## config.mk

```make
export PLATFORM = sky130hd
export DESIGN_NAME = prom_rdctl
export DESIGN_NICKNAME = d
export VERILOG_FILES = /design/src/rtl/prom_pkg.sv /design/src/rtl/prom_waitcnt.sv /design/src/rtl/prom_pagetrk.sv /design/src/rtl/prom_rdctl.sv
export SDC_FILE = /design/constraint.sdc
export NUM_CORES = 1
export LEC_CHECK = 0
export ABC_AREA = 1
export CORE_UTILIZATION = 47
export DETAILED_ROUTE_END_ITERATION = 8
export HOLD_SLACK_MARGIN = 0.02
export PLACE_DENSITY_LB_ADDON = 0.25
export SYNTH_ARGS = -nofsm -noshare
export SYNTH_HDL_FRONTEND = slang
export SYNTH_SLANG_ARGS = --single-unit
```

## constraint.sdc

```tcl
create_clock -name clk -period 2.6 [get_ports clk]
set_clock_uncertainty 0.2 [all_clocks]
set_input_delay 0.26 -clock clk [delete_from_list [all_inputs] [get_ports clk]]
set_output_delay 0.26 -clock clk [all_outputs]
set_load 0.05 [all_outputs]
```

## src/rtl/prom_pkg.sv

```systemverilog
package prom_pkg;

    parameter int HA_W    = 20;              // host word address width
    parameter int RA_W    = HA_W - 1;        // ROM address pins
    parameter int PG_BITS = 3;               // in-page bits on the ROM pins
    parameter int TAG_W   = RA_W - PG_BITS;  // page tag width
    parameter int DW      = 32;
    parameter int HW      = DW / 2;

    typedef enum logic [1:0] {
        S_SLEEP = 2'd0,
        S_OPEN  = 2'd1,
        S_ACC   = 2'd2,
        S_HZ    = 2'd3
    } st_e;

    typedef struct packed {
        logic [TAG_W-1:0] tag;
        logic [RA_W-1:0]  pin_a;
        logic             lsb;
    } rom_loc_t;

    // ps figure to whole clocks, rounded up, never below one
    function automatic int cyc_of(input int t_ps, input int clk_ps);
        int c;
        c = (t_ps + clk_ps - 1) / clk_ps;
        return (c < 1) ? 1 : c;
    endfunction

    function automatic rom_loc_t map_addr(input logic [HA_W-1:0] a, input logic wide);
        rom_loc_t r;
        if (wide) begin
            r.pin_a = a[RA_W-1:0];
            r.lsb   = 1'b0;
        end else begin
            r.pin_a = a[HA_W-1:1];
            r.lsb   = a[0];
        end
        r.tag = r.pin_a[RA_W-1:PG_BITS];
        return r;
    endfunction

endpackage

```

## src/rtl/prom_waitcnt.sv

```systemverilog
module prom_waitcnt #(
    parameter int MAXC = 25,
    localparam int CW = $clog2(MAXC + 1)
) (
    input  logic          clk,
    input  logic          rst,
    input  logic          load,
    input  logic [CW-1:0] len,
    output logic          done
);
    logic [CW-1:0] cnt;
    logic          run;

    always_ff @(posedge clk) begin
        if (rst) begin
            cnt <= '0;
            run <= 1'b0;
        end else if (load) begin
            cnt <= len - CW'(1);
            run <= 1'b1;
        end else if (run) begin
            if (cnt == '0) run <= 1'b0;
            else           cnt <= cnt - CW'(1);
        end
    end

    assign done = run && (cnt == '0);


    reload_idle_chk: assert property (@(posedge clk) disable iff (rst)
        load |-> !run);


    cnt_bound_chk: assert property (@(posedge clk) disable iff (rst)
        run |-> (cnt < CW'(MAXC)));

endmodule

```

## src/rtl/prom_pagetrk.sv

```systemverilog
module prom_pagetrk #(
    parameter int TAG_W = 16
) (
    input  logic             clk,
    input  logic             rst,
    input  logic             wide,
    input  logic [TAG_W-1:0] tag,
    input  logic             commit,
    input  logic             drop,
    output logic             hit
);
    logic             vld;
    logic             wide_q;
    logic [TAG_W-1:0] tag_q;

    always_ff @(posedge clk) begin
        if (rst) begin
            vld    <= 1'b0;
            wide_q <= 1'b0;
            tag_q  <= '0;
        end else begin
            wide_q <= wide;
            if (commit) begin
                vld   <= 1'b1;
                tag_q <= tag;
            end else if (drop || (wide != wide_q)) begin
                vld <= 1'b0;
            end
        end
    end

    assign hit = vld && (wide == wide_q) && (tag == tag_q);


    drop_clears_chk: assert property (@(posedge clk) disable iff (rst)
        (drop && !commit) |=> !vld);


    mode_clears_chk: assert property (@(posedge clk) disable iff (rst)
        ((wide != wide_q) && !commit) |=> !vld);

endmodule

```

## src/rtl/prom_rdctl.sv

```systemverilog
module prom_rdctl import prom_pkg::*; #(
    parameter int CLK_PS   = 4000,
    parameter int ACC_PS   = 100000,
    parameter int PAGE_PS  = 30000,
    parameter int HZ_PS    = 20000,
    parameter int IDLE_CYC = 64
) (
    input  logic            clk,
    input  logic            rst,
    input  logic            wide_mode,
    input  logic            rd_req,
    input  logic [HA_W-1:0] addr,
    output logic            busy,
    output logic            rd_valid,
    output logic [DW-1:0]   rd_data,
    output logic [RA_W-1:0] rom_addr,
    output logic            rom_alsb,
    output logic            rom_alsb_oe,
    output logic            rom_wide,
    output logic            rom_ce_n,
    output logic            rom_oe_n,
    input  logic [DW-1:0]   rom_dq
);
    localparam int RAND_CYC = cyc_of(ACC_PS, CLK_PS);
    localparam int PAGE_CYC = cyc_of(PAGE_PS, CLK_PS);
    localparam int HZ_CYC   = cyc_of(HZ_PS, CLK_PS);
    localparam int MAX_A    = (RAND_CYC > PAGE_CYC) ? RAND_CYC : PAGE_CYC;
    localparam int MAX_CYC  = (MAX_A > HZ_CYC) ? MAX_A : HZ_CYC;
    localparam int CW       = $clog2(MAX_CYC + 1);
    localparam int IW       = $clog2(IDLE_CYC + 1);

    st_e           st;
    logic [IW-1:0] idle_cnt;
    logic          wide_acc;
    rom_loc_t      loc;
    logic          hit, accept, timeout, load, done;
    logic [CW-1:0] len;

    always_comb loc = map_addr(addr, wide_mode);

    assign accept  = rd_req && ((st == S_SLEEP) || (st == S_OPEN));
    assign timeout = (st == S_OPEN) && !rd_req && (idle_cnt == IW'(IDLE_CYC - 1));
    assign load    = accept || timeout;
    assign len     = timeout ? CW'(HZ_CYC) : (hit ? CW'(PAGE_CYC) : CW'(RAND_CYC));
    assign busy    = (st == S_ACC) || (st == S_HZ);

    assign rom_wide    = wide_mode;
    assign rom_alsb_oe = ~wide_mode;

    prom_pagetrk #(.TAG_W(TAG_W)) u_trk (
        .clk    (clk),
        .rst    (rst),
        .wide   (wide_mode),
        .tag    (loc.tag),
        .commit (accept),
        .drop   (timeout),
        .hit    (hit)
    );

    prom_waitcnt #(.MAXC(MAX_CYC)) u_wait (
        .clk  (clk),
        .rst  (rst),
        .load (load),
        .len  (len),
        .done (done)
    );

    always_ff @(posedge clk) begin
        if (rst) begin
            st       <= S_SLEEP;
            idle_cnt <= '0;
            wide_acc <= 1'b0;
            rom_addr <= '0;
            rom_alsb <= 1'b0;
            rom_ce_n <= 1'b1;
            rom_oe_n <= 1'b1;
            rd_valid <= 1'b0;
            rd_data  <= '0;
        end else begin
            rd_valid <= 1'b0;
            unique case (st)
                S_SLEEP, S_OPEN: begin
                    if (accept) begin
                        rom_addr <= loc.pin_a;
                        rom_alsb <= loc.lsb;
                        wide_acc <= wide_mode;
                        rom_ce_n <= 1'b0;
                        rom_oe_n <= 1'b0;
                        idle_cnt <= '0;
                        st       <= S_ACC;
                    end else if (timeout) begin
                        rom_ce_n <= 1'b1;
                        rom_oe_n <= 1'b1;
                        idle_cnt <= '0;
                        st       <= S_HZ;
                    end else if (st == S_OPEN) begin
                        idle_cnt <= idle_cnt + IW'(1);
                    end
                end
                S_ACC: begin
                    if (done) begin
                        rd_data  <= wide_acc ? rom_dq : {{HW{1'b0}}, rom_dq[HW-1:0]};
                        rd_valid <= 1'b1;
                        st       <= S_OPEN;
                    end
                end
                S_HZ: begin
                    if (done) st <= S_SLEEP;
                end
                default: st <= S_SLEEP;
            endcase
        end
    end


    valid_pulse_chk: assert property (@(posedge clk) disable iff (rst)
        rd_valid |=> !rd_valid);


    addr_hold_chk: assert property (@(posedge clk) disable iff (rst)
        (busy && $past(busy)) |-> ($stable(rom_addr) && $stable(rom_alsb)));


    enables_on_chk: assert property (@(posedge clk) disable iff (rst)
        (st == S_ACC) |-> (!rom_ce_n && !rom_oe_n));


    float_wait_chk: assert property (@(posedge clk) disable iff (rst)
        $rose(rom_ce_n) |-> busy);


    hit_selected_chk: assert property (@(posedge clk) disable iff (rst)
        (accept && hit) |-> !rom_ce_n);

endmodule

```

# Word level (Yosys, flattened, before mapping)
# Index checks and enable logic that the tools add are counted.
# totals
reg_bits	88
latch_bits	0
mem_bits_rw	0
mem_bits_ro	0
output_inout_bits	58
wordCells	77
n_memories	0
# classes
n_addsub	3
n_mul	0
div_mod_pow	0
n_lt_le_gt_ge	0
eq_ne	11
shift	0
mux	23
n_bitwise	2
n_reduce_logical	25
# ops
cell	count
$mux W32	1
$mux W5	5
$mux W7	3
$mux W20	1
$eq A16 B16 Y1	1
$reduce_and A2 Y1	5
$sub A5 B1 Y5 const B	2
$mux W1	8
$mux W2	4
$add A7 B1 Y7 const B	1
$eq A7 B6 Y1 const B	1
$logic_and A1 B1 Y1	6
$ne A2 B2 Y1 const B	3
$pmux W2 S3	1
$reduce_bool A2 Y1	3
$logic_not A5 Y1	1
$eq A2 B2 Y1 const B	2
$logic_or A1 B1 Y1	4
$reduce_or A2 Y1	2
$ne A3 B3 Y1 const B	1
$reduce_and A3 Y1	1
$reduce_bool A3 Y1	1
$eq A2 B1 Y1 const B	1
$logic_not A2 Y1	1
4 further kinds	5

# Depth between registers and ports, before layout
# depth
word_depth	7
mapped_depth	16
depth_no_buf	16

# Hierarchy
# Synthesis repeated with hierarchy kept, for this count alone.
# unflattened
cells_unflattened	547
hier_area_um2	4000.1
# by_module_without_submodules
mod	n_inst	cells_each	area_per_inst_um2	seq_area_each_um2
prom_rdctl	1	353	2641.3	1281.2
prom_pagetrk	1	133	955.9	360.3
prom_waitcnt	1	61	402.9	120.1

# Worst setup path after synthesis
# Ideal clock, no wire load.
# synth_path
kind	register to register
startpoint	reg idle_cnt[0]
endpoint	reg u_wait.cnt[2]
arrival_ns	1.855
required_ns	2.285
path_slack_ns	0.429
path_stages_with_launch	15
path_buffers	0
synth_period_minus_slack_ns	2.171
path_cell_list	dfxtp_1 > ha_1 > nand3_1 > nor2_1 > nand2_1 > nor2_1 > nand3_2 > inv_1 > nor2_4 > nand2_1 > nand2_1 > ha_1 > xor2_1 > o21ai_0 > inv_1
# synth_between
elab_chain_cells	5
# synth_lines
element	line_no	text
start: declaration	prom_rdctl.sv:33	logic [IW-1:0] idle_cnt;
start signal: assignment	prom_rdctl.sv:97	idle_cnt <= idle_cnt + IW'(1);
$eq A7 B6 Y1 (*)	prom_rdctl.sv:42	assign timeout = (st == S_OPEN) && !rd_req && (idle_cnt == IW'(IDLE_CYC - 1));
$logic_and A1 B1 Y1 (*)	prom_rdctl.sv:42	
$mux W5 or $logic_or A1 B1 Y1 (tied branches)	prom_rdctl.sv:44, prom_rdctl.sv:43	
$sub A5 B1 Y5 (tied with other cells)	prom_waitcnt.sv:19	cnt <= len - CW'(1);
$mux W5 or $reduce_and A2 Y1 (tied branches)	-	
end signal: assignment	prom_waitcnt.sv:19	
end signal: assignment	prom_waitcnt.sv:23	else cnt <= cnt - CW'(1);
end: declaration	prom_waitcnt.sv:11	logic [CW-1:0] cnt;
# Mark *: on every way between the ends. The rest lies on a longest branch, timed or not.
# A chain may end at the register's enable or synchronous reset.

# Worst setup path in the final report
# layout_path
startpoint	reg idle_cnt[1]
endpoint	reg u_wait.cnt[2]
# Same word-level chain as after synthesis.

==> reports/results.txt <==
Outcome -> completed
Yosys top cell area share -> 47.1%
Slew headroom -> 60.6%
Mapped cell area -> 3740 um^2
Synth-to-layout area growth -> 38.9%
Count of cell types in the netlist -> 31
First-pass GRT wire length -> 15.9 mm
Max Root-Sink Buffers -> 2
Share of cells above drive strength 1 -> 6.20%
Tmin final -> 2.37 ns
Critical Path Fanout Max -> 8
Full die area -> 8320 um^2
Worst slew pin tran -> 0.590 ns
DP Worst Slack -> -0.117 ns
Top achievable clock speed -> 422 MHz
Port Buffers -> 113
Vias per cell -> 5.03
Inserted Clock Buffers -> 9
Post-Synthesis Cells -> 531
Leak Pwr -> 0.00227 uW
Sink Count -> 88
CP Capture Type -> flop
DRC -> 0
Vias in the first global route -> 3616
Setup Buffers After CTS -> 0
Count of state elements after synthesis -> 88
Final nets -> 698
Most common cell after layout, fill and taps aside -> nand2_1
ANT cells -> 0
Hold slack -> 0.263 ns
Synth Area in Compound Gates -> 10.9%
R2r setup slk -> 0.23 ns
Rows -> 32
CP startpoint kind -> flop
Initial DRC Count -> 184
EDFF count, synth -> 0
Initial Utilization -> 48.4%
Routed Antenna Nets -> 0
Vias -> 3756
R2R Path Start -> idle_cnt[1]$_SDFFE_PP0P_
Clock root buffer -> clkbuf_8
Final worst slack -> 0.229 ns
Critical R2R Capture -> u_wait.cnt[2]$_SDFFE_PP0P_
Syn Area/Cell -> 7.05 um^2
Grt total ovfl -> 0
GPL Wtd Cong -> 0.783
Largest net degree at the start of global routing -> 34
Max Transition Viols Final -> 0
Die Width -> 91.2 um
Hold Path Class -> in -> reg
Maxcap violations -> 0
Routed Wire Length -> 9.58 mm
Critical Path AT -> 2.42 ns
Final number of setup-violating endpoints -> 0
GRT Resource Usage Total -> 23.8%
DRT Pass-1 Iters -> 4
Worst Reg2Reg Path Length in Cells -> 14
Mux share of post-synthesis cell area -> 0.803%
Max VDD drop -> 351 uV
Synth area leader -> dfxtp_1
Synth Area in Simple Gates -> 31.6%
Hold path depth -> 3
Worst-Skew Late Latency -> 0.35 ns
Initial antenna violation count -> 0
Pwr per Cell Area -> 579 nW/um^2
Adder-Cell Fraction of Synth Area -> 0.669%
Syn. warnings -> 0
H-tree depth -> 3
Post-Synth XOR/XNOR Area -> 0.702%
DIE HEIGHT -> 91.2 um
Data required time of the worst path -> 2.65 ns
Hold wc startpoint -> rom_dq[19]
Period utilization -> 91.2%
Detailed placement HPWL -> 7.02 mm
Kind of critical path -> reg -> reg
Num ports -> 114
Total core area -> 7730 um^2
Unrepaired setup endpoints after global routing -> false
Syn nets -> 589
Commonest cells after routing, fill and taps aside -> 153 x nand2_1, 111 x clkdlybuf4s50_1, 87 x dfxtp_1
Seq/Total Area, Yosys -> 47.1%
Routed len/inst -> 12.8 um
Asr flop ratio synth -> 0%
Area contributors post-synth -> dfxtp_1 47%, nand2_1 15%, nand3_1 9.0%, o21ai_0 5.5%, nor2_1 5.4%
WHS Endpoint -> rd_data[19]$_SDFFE_PP0P_
CTS tree -> done
Largest family of logic cells by synthesized area -> simple AND/OR/NAND/NOR gates
Most used DFF post-synth -> dfxtp_1
Clk slew on worst S/H paths -> 0.10 ns
Endpoints failing hold -> 0
-- cells in the mapped netlist (2+ instances only) --
cell       number
xor2_1          2
dfxtp_1        88
inv_1          44
ha_1            2
o21ai_1         3
nand4_1         2
nor3_1          2
buf_4           5
buf_2           3
a2111oi_0       3
nor2_2          2
nand2_1       153
o21ai_0        41
nor2_1         54
inv_2           2
a21oi_1        25
nand3_1        67
mux2i_1         3
clkbuf_1       18
-- power breakdown --
group          total, uW  internal, uW  switching [uW]  leakage (uW)
combinational        639           254             385       0.00146
sequential          1470          1420            50.0      0.000718
clock                897           369             528     0.0000945
-- critical path: stages, from the launching register on --
cell,delay [ns]
dfxtp_1,0.36
ha_1,0.20
nand3_1,0.09
nor2_1,0.13
nand2_1,0.08
nor2_2,0.13
nand3_2,0.12
inv_1,0.14
nor2_4,0.08
nand2_1,0.07
nand2_1,0.07
ha_1,0.23
xor2_1,0.17
o21ai_1,0.16
inv_1,0.05
-- worst max path at each step --
| stage | from | to | slack [ns] |
|---|---|---|---|
| after CTS | idle_cnt[0]$_SDFFE_PP0P_ | u_wait.cnt[2]$_SDFFE_PP0P_ | 0.09 |
| after detailed placement | wide_mode | u_wait.cnt[4]$_SDFFE_PP0P_ | -0.12 |
| after global routing | wide_mode | u_wait.cnt[4]$_SDFFE_PP0P_ | 0.02 |
| final | idle_cnt[1]$_SDFFE_PP0P_ | u_wait.cnt[2]$_SDFFE_PP0P_ | 0.23 |
| after floorplan | idle_cnt[0]$_SDFFE_PP0P_ | u_wait.cnt[2]$_SDFFE_PP0P_ | 0.43 |
| after global placement | wide_mode | u_wait.cnt[4]$_SDFFE_PP0P_ | -0.002 |
-- cells by family after synthesis --
group	Yosys count
flip-flops	88
buffers and inverters	74
multiplexers	3
adder cells (fa/ha/maj)	2
XOR/XNOR	3
AO/OA/AOI/OAI	77
AND/OR/NAND/NOR	284
-- stage by stage --
step                total power [uW]  utilization, %   TNS, ns  area, um^2  instances
detailed placement              2140            64.8    -0.122        5010        731
finish                          3010            67.2         0        5190        747
CTS                             3030            67.2         0        5190        747
floorplan                       1890               -         0        3740        531
global route                    3160            67.2         0        5190        747
global placement                2120            64.8  -0.00246        5010        731
-- final cells by class --
type | instances | area [um^2]
sequential | 88 | 1760
timing repair buffer | 125 | 1270
clock buffer | 9 | 124
fill | 650 | 2530
inverter | 47 | 176
tap | 102 | 128
multi-input combinational | 369 | 1680
clock inverter | 7 | 61.3
-- sequential cells by signal (all words and copies together) (netlist names), 2 cells and up --
name,count
rd_data,32
rom_addr,19
u_trk.tag_q,16
idle_cnt,7
u_wait.cnt,5
st,2
-- timing repair --
item	4_1_cts	5_1_grt
setup endpoints to repair	0	2
gates resized for setup	0	3
hold buffers	0	0
-- layer usage --
metal	part of all wire (%)	GRT usage, %	wire length, um	vias to the layer above
met4	2.0	9.92	195	0
li1	-	-	-	1931
met5	0	0	0	-
met2	48	40.3	4610	120
met1	42	27.3	3980	1689
met3	8.3	8.21	795	16
Note: power is estimated with default switching activity, not from simulation.
